==> config.mk <==
export PLATFORM = sky130hd
export DESIGN_NAME = retune_sequencer
export DESIGN_NICKNAME = d
export VERILOG_FILES = /design/src/rtl/retune_pkg.sv /design/src/rtl/freeze_decider.sv /design/src/rtl/seq_ctrl.sv /design/src/rtl/cmd_payload.sv /design/src/rtl/retune_sequencer.sv
export SDC_FILE = /design/constraint.sdc
export NUM_CORES = 1
export LEC_CHECK = 0
export BUFFER_PORTS_ARGS = -buffer_cell sky130_fd_sc_hd__buf_2
export CAP_MARGIN = 5
export CELL_PAD_IN_SITES_DETAIL_PLACEMENT = 0
export CELL_PAD_IN_SITES_GLOBAL_PLACEMENT = 1
export CORE_ASPECT_RATIO = 0.75
export CORE_MARGIN = 1.5
export CORE_UTILIZATION = 47
export DETAILED_ROUTE_END_ITERATION = 10
export GPL_TIMING_DRIVEN = 0
export PLACE_DENSITY_LB_ADDON = 0.1
export SLEW_MARGIN = 40
export SYNTH_ARGS = -nofsm -noshare
export SYNTH_HDL_FRONTEND = slang
export SYNTH_SLANG_ARGS = --single-unit
==> constraint.sdc <==
create_clock -name clk -period 6.8 [get_ports clk]
set_input_delay 2.04 -clock clk [delete_from_list [all_inputs] [get_ports clk]]
set_output_delay 2.04 -clock clk [all_outputs]
set_load 0.005 [all_outputs]
==> src/rtl/retune_pkg.sv <==
package retune_pkg;
  localparam logic [6:0] DEV_ADDR7     = 7'h55;
  localparam logic [7:0] REG_IMG_FIRST = 8'd7;
  localparam logic [7:0] REG_CORE_FRZ  = 8'd137;
  localparam logic [7:0] REG_MULT_HOLD = 8'd135;
  localparam int         CORE_FRZ_BIT  = 4;
  localparam int         MULT_HOLD_BIT = 5;

  typedef enum logic [1:0] {
    SQ_IDLE  = 2'd0,
    SQ_ISSUE = 2'd1,
    SQ_WAIT  = 2'd2
  } seq_state_t;
endpackage

==> src/rtl/freeze_decider.sv <==
module freeze_decider #(
  parameter int          MULT_W = 38,
  parameter longint unsigned THRESH = 64'd39460012
) (
  input  logic              clk,
  input  logic              rst_n,
  input  logic [MULT_W-1:0] cand_mult,
  input  logic              commit,
  input  logic [MULT_W-1:0] commit_mult,
  output logic              need_freeze
);
  localparam logic [MULT_W-1:0] LIMIT = MULT_W'(THRESH);

  logic [MULT_W-1:0] last_mult;
  logic              have_last;
  logic [MULT_W-1:0] delta;

  always_ff @(posedge clk) begin
    if (!rst_n) begin
      last_mult <= '0;
      have_last <= 1'b0;
    end else if (commit) begin
      last_mult <= commit_mult;
      have_last <= 1'b1;
    end
  end

  always_comb begin
    if (cand_mult >= last_mult) delta = cand_mult - last_mult;
    else                        delta = last_mult - cand_mult;
    need_freeze = !have_last || (delta > LIMIT);
  end
endmodule

==> src/rtl/seq_ctrl.sv <==
module seq_ctrl
  import retune_pkg::*;
#(
  parameter int NSTEPS = 8,
  localparam int STEP_W = $clog2(NSTEPS)
) (
  input  logic              clk,
  input  logic              rst_n,
  input  logic              start,
  input  logic              cmd_ready,
  input  logic              rsp_valid,
  input  logic              rsp_nack,
  output logic              cmd_valid,
  output logic              busy,
  output logic [STEP_W-1:0] step,
  output logic              done_ok,
  output logic              abort
);
  localparam logic [STEP_W-1:0] LAST = STEP_W'(NSTEPS - 1);

  seq_state_t state;

  always_ff @(posedge clk) begin
    if (!rst_n) begin
      state <= SQ_IDLE;
      step  <= '0;
    end else begin
      unique case (state)
        SQ_IDLE: if (start) begin
          state <= SQ_ISSUE;
          step  <= '0;
        end
        SQ_ISSUE: if (cmd_ready) state <= SQ_WAIT;
        SQ_WAIT: if (rsp_valid) begin
          if (rsp_nack || step == LAST) state <= SQ_IDLE;
          else begin
            state <= SQ_ISSUE;
            step  <= step + 1'b1;
          end
        end
        default: state <= SQ_IDLE;
      endcase
    end
  end

  assign cmd_valid = (state == SQ_ISSUE);
  assign busy      = (state != SQ_IDLE);
  assign done_ok   = (state == SQ_WAIT) && rsp_valid && !rsp_nack && (step == LAST);
  assign abort     = (state == SQ_WAIT) && rsp_valid && rsp_nack;
endmodule

==> src/rtl/cmd_payload.sv <==
module cmd_payload
  import retune_pkg::*;
#(
  parameter int IMG_BYTES = 6,
  localparam int NSTEPS = IMG_BYTES + 2,
  localparam int STEP_W = $clog2(NSTEPS)
) (
  input  logic [STEP_W-1:0]      step,
  input  logic                   freeze_path,
  input  logic [IMG_BYTES*8-1:0] image,
  output logic [7:0]             reg_num,
  output logic [7:0]             data
);
  logic [7:0] img_byte [IMG_BYTES];

  for (genvar g = 0; g < IMG_BYTES; g++) begin : g_slice
    assign img_byte[g] = image[(IMG_BYTES-1-g)*8 +: 8];
  end

  logic [7:0] bracket_reg;
  logic [7:0] bracket_set;
  int         idx;

  always_comb begin
    bracket_reg = freeze_path ? REG_CORE_FRZ : REG_MULT_HOLD;
    bracket_set = freeze_path ? 8'(1 << CORE_FRZ_BIT) : 8'(1 << MULT_HOLD_BIT);
    idx         = int'(step) - 1;
    if (step == '0) begin
      reg_num = bracket_reg;
      data    = bracket_set;
    end else if (int'(step) == NSTEPS - 1) begin
      reg_num = bracket_reg;
      data    = 8'h00;
    end else begin
      reg_num = REG_IMG_FIRST + 8'(idx);
      data    = (idx >= 0 && idx < IMG_BYTES) ? img_byte[idx] : 8'h00;
    end
  end
endmodule

==> src/rtl/retune_sequencer.sv <==
module retune_sequencer
  import retune_pkg::*;
#(
  parameter int              MULT_W    = 38,
  parameter int              IMG_BYTES = 6,
  parameter longint unsigned THRESH    = 64'd39460012
) (
  input  logic                   clk,
  input  logic                   rst_n,
  input  logic                   req_valid,
  output logic                   req_ready,
  input  logic [IMG_BYTES*8-1:0] req_image,
  input  logic [MULT_W-1:0]      req_mult,
  output logic                   cmd_valid,
  input  logic                   cmd_ready,
  output logic [7:0]             cmd_dev,
  output logic [7:0]             cmd_reg,
  output logic [7:0]             cmd_data,
  input  logic                   rsp_valid,
  input  logic                   rsp_nack,
  output logic                   busy,
  output logic                   error
);
  localparam int NSTEPS = IMG_BYTES + 2;
  localparam int STEP_W = $clog2(NSTEPS);

  logic [IMG_BYTES*8-1:0] img_q;
  logic [MULT_W-1:0]      mult_q;
  logic                   freeze_q;
  logic                   need_freeze;
  logic                   start;
  logic                   done_ok;
  logic                   abort;
  logic [STEP_W-1:0]      step;

  assign req_ready = !busy;
  assign start     = req_valid && req_ready;

  freeze_decider #(.MULT_W(MULT_W), .THRESH(THRESH)) u_decide (
    .clk         (clk),
    .rst_n       (rst_n),
    .cand_mult   (req_mult),
    .commit      (done_ok && freeze_q),
    .commit_mult (mult_q),
    .need_freeze (need_freeze)
  );

  always_ff @(posedge clk) begin
    if (!rst_n) begin
      img_q    <= '0;
      mult_q   <= '0;
      freeze_q <= 1'b0;
      error    <= 1'b0;
    end else begin
      if (start) begin
        img_q    <= req_image;
        mult_q   <= req_mult;
        freeze_q <= need_freeze;
      end
      if (abort) error <= 1'b1;
    end
  end

  seq_ctrl #(.NSTEPS(NSTEPS)) u_ctrl (
    .clk       (clk),
    .rst_n     (rst_n),
    .start     (start),
    .cmd_ready (cmd_ready),
    .rsp_valid (rsp_valid),
    .rsp_nack  (rsp_nack),
    .cmd_valid (cmd_valid),
    .busy      (busy),
    .step      (step),
    .done_ok   (done_ok),
    .abort     (abort)
  );

  cmd_payload #(.IMG_BYTES(IMG_BYTES)) u_payload (
    .step        (step),
    .freeze_path (freeze_q),
    .image       (img_q),
    .reg_num     (cmd_reg),
    .data        (cmd_data)
  );

  assign cmd_dev = {DEV_ADDR7, 1'b0};
endmodule

==> flow_summary.toml <==
[outcome]
status = "completed"

[sta]
drv_slew = 0
tns_ns = 0
fmax_mhz = 162
skew_ns = 0.0101
tightest_slew_ns = 0.801
rsz0062_at_grt = "no"
setup_viol_count_final = 0
relSlewSlack_pct = 46.3
setup_ws_ns = 0.624
finalHoldViolCount = 0
holdWs_ns = 0.463
fin_crit_sh_pct = 90.8
post-route-min-period_ns = 6.18

[worst_setup_path]
cp-start-kind = "register"
crit_path_frequent_cell = "clkbuf_1"
critPathMaxFanout = 10
crit_required_ns = 4.76
critical_path_arrival_ns = 4.14
setup.worst_path.end_class = "output pin"
slowest_stage = "xnor2_1"
r2r-start = "u_decide.last_mult[29]$_SDFFE_PN0P_"
regToRegSetupSlack_ns = 2.72
slowest_delay_ns = 0.57
crit_chain = "clkbuf_2 -> clkbuf_1 -> inv_1 -> ha_1 -> xnor2_1 -> clkbuf_1 -> o21ai_1 -> o21ai_0 -> buf_2"
rr_endpoint = "freeze_q$_SDFFE_PN0P_"
r2r_cells = 15
crit_type = "register to output pin"

[detailed_routing]
ant_nets = 0
first_pass_iters = 7
wirelength_mm = 31.3
routed-via-count = 9882
drt_iter0_markers = 578
wire_per_inst_microns = 17.3
vias_per_cell = 5.46
drc = 0

[global_routing]
grt-ovfl-total = 0
grt_usage_pct = 28.0
antenna_found_initial = 1
grt_first_pass_wirelength_mm = 49.4
grt_max_degree = 17
grt_pass1_vias = 9169

[clocking]
root_buffer = "clkbuf_16"
cts_tree = "done"
clock_latency_ns = 0.44
cts_buffer_depth = 2
cts_setup_buffers = 0
clk_pin_slew_worst_paths_ns = 0.06
htree_levels = 4
clkSinkCount = 132
cts_buffers = 17
cts_hold_buf = 0

[cells_and_area]
fillers = 2142
multi_input_area_sq_um = 6760
seqCellArea_sq_um = 2640
syn2layout_area_growth_pct = 14.8
drive_above_1_share_pct = 14.8
nNetsFinal = 1684
fin_area_sq_um = 11700
num_antenna_cells = 0

[die]
start_util_pct = 48.0
die_y_microns = 131
num_rows = 46
ios = 120
core_sq_um = 21200
die-area_sq_um = 22600
dieWidth_microns = 173

[placement]
hpwl_mm = 25.0
io_buffers = 110
gp_congestion = 0.923
place_ws_ns = 0.783
place_area_sq_um = 11100

[synth]
synth_area_per_cell_sq_um = 7.43
synth_cells = 1373
yosys-top-cells-count = "315 x nand2_1, 132 x dfxtp_1, 125 x a21boi_0"
synth_edf_count = 0
synthFlopType = "dfxtp_1"
ys.warnings.count = 0
synth_area_leader_cell = "dfxtp_1"
ys_seq_elements = 132
ys_types = 77
yosysMostFrequentCell = "nand2_1"
seq_area_frac_synth_pct = 25.9
synth.area.top_cells = "dfxtp_1 26%, nand2_1 12%, ha_1 9.9%"
netlist_area_sq_um = 10200
yosysTopAreaCellShare_pct = 25.9
async_reset_ff_share_pct = 0

[power]
peakVddDrop_uv = 163
power.leakage_nw = 4.87
power_density_nw_per_um2 = 185
p_total_mw = 2.16

[hold_path]
holdPathEnd = "mult_q[20]$_SDFFE_PN0P_"
min_path_cells = 2
min_path_type = "register to register"
hp-start = "mult_q[20]$_SDFFE_PN0P_"

[run]
drv_cap = 0
per-stage QoR:
step	std cells	util, %
finish	1810	55.1
global route	1810	55.1
CTS	1810	55.1
detailed placement	1778	52.4
global placement	1778	52.4
floorplan	1380	-
registers in the layout (all words and copies together) (netlist names):
register	cells
error	1
freeze_q	1
img_q	48
mult_q	38
u_ctrl.state	2
u_ctrl.step	3
u_decide.have_last	1
u_decide.last_mult	38
final cells by class:
class / instances / share of cell area (%)
clock inverter: 15 / 1.20
buffer: 95 / 3.95
inverter: 96 / 3.08
tap: 288 / 3.08
multi-input combinational: 1057 / 57.8
timing repair buffer: 110 / 4.70
sequential: 132 / 22.6
clock buffer: 17 / 3.63
cells by family (layout without fill, tap and decap cells):
family,Yosys count,count (layout),share of synthesized area (%)
xor+xnor,39,39,3.35
buf+inv,191,333,8.03
fa+ha+maj,83,83,10.3
mux,33,33,4.33
flops,132,132,25.9
other cells,2,9,0.0736
compound gates,424,424,28.2
simple gates,469,469,19.7
where the power goes:
| group | switching, mW | total [mW] | internal [mW] | leakage (nW) |
|---|---|---|---|---|
| sequential | 0.0200 | 0.830 | 0.810 | 1.08 |
| combinational | 0.265 | 0.432 | 0.167 | 3.52 |
| clock | 0.417 | 0.900 | 0.483 | 0.274 |
timing repair:
| action | 4_1_cts | 5_1_grt |
|---|---|---|
| endpoints found under the setup margin | 0 | 1 |
| resized for setup | 0 | 2 |
| endpoints found under the hold margin | 0 | 0 |
routing by layer:
layer	wire [microns]	global-route usage, %	share of wire, %	up-vias
met1	16400	42.0	53	4618
met4	390	6.75	1.2	2
met3	1710	5.03	5.5	29
met5	13	0	0.042	-
met2	12700	41.1	41	274
li1	-	-	-	4959
layout by cell type, fill, tap and decap left out, types with 8 or more instances in the layout:
cell / count
nand2_1: 315
buf_2: 141
buf_4: 11
clkbuf_1: 43
a211oi_1: 8
ha_1: 81
a21oi_1: 107
dfxtp_1: 132
nor2_1: 52
xnor2_1: 25
nor3_1: 20
nor2b_1: 8
nand3_1: 9
o21a_1: 9
o211ai_1: 11
nand4_1: 21
mux2i_1: 19
mux4_2: 8
conb_1: 9
xor2_1: 14
o21ai_0: 56
inv_1: 96
o21bai_1: 14
a21boi_0: 125
a21o_1: 30
clkbuf_16: 17
critical path: cells and delay by family, from the launching register on:
kind	cells	cell delay (ns)
buf+inv	5	1.69
compound gates	2	0.66
xor+xnor	1	0.57
flops	1	0.49
fa+ha+maj	1	0.27
worst max path at each step:
stage	startpoint	to	slack, ns	depth (start not counted)
2_1_floorplan	req_mult[0]	freeze_q$_SDFFE_PN0P_	1.73	16
3_3_place_gp	u_ctrl.step[0]$_SDFFE_PN0P_	cmd_data[4]	0.80	9
3_5_place_dp	u_ctrl.step[0]$_SDFFE_PN0P_	cmd_data[4]	0.78	9
4_1_cts	u_ctrl.step[0]$_SDFFE_PN0P_	cmd_data[4]	0.30	9
5_1_grt	u_ctrl.step[0]$_SDFFE_PN0P_	cmd_data[4]	0.29	9
6_report	u_ctrl.step[0]$_SDFFE_PN0P_	cmd_data[4]	0.62	9
Power figures use the tool's default switching activity.
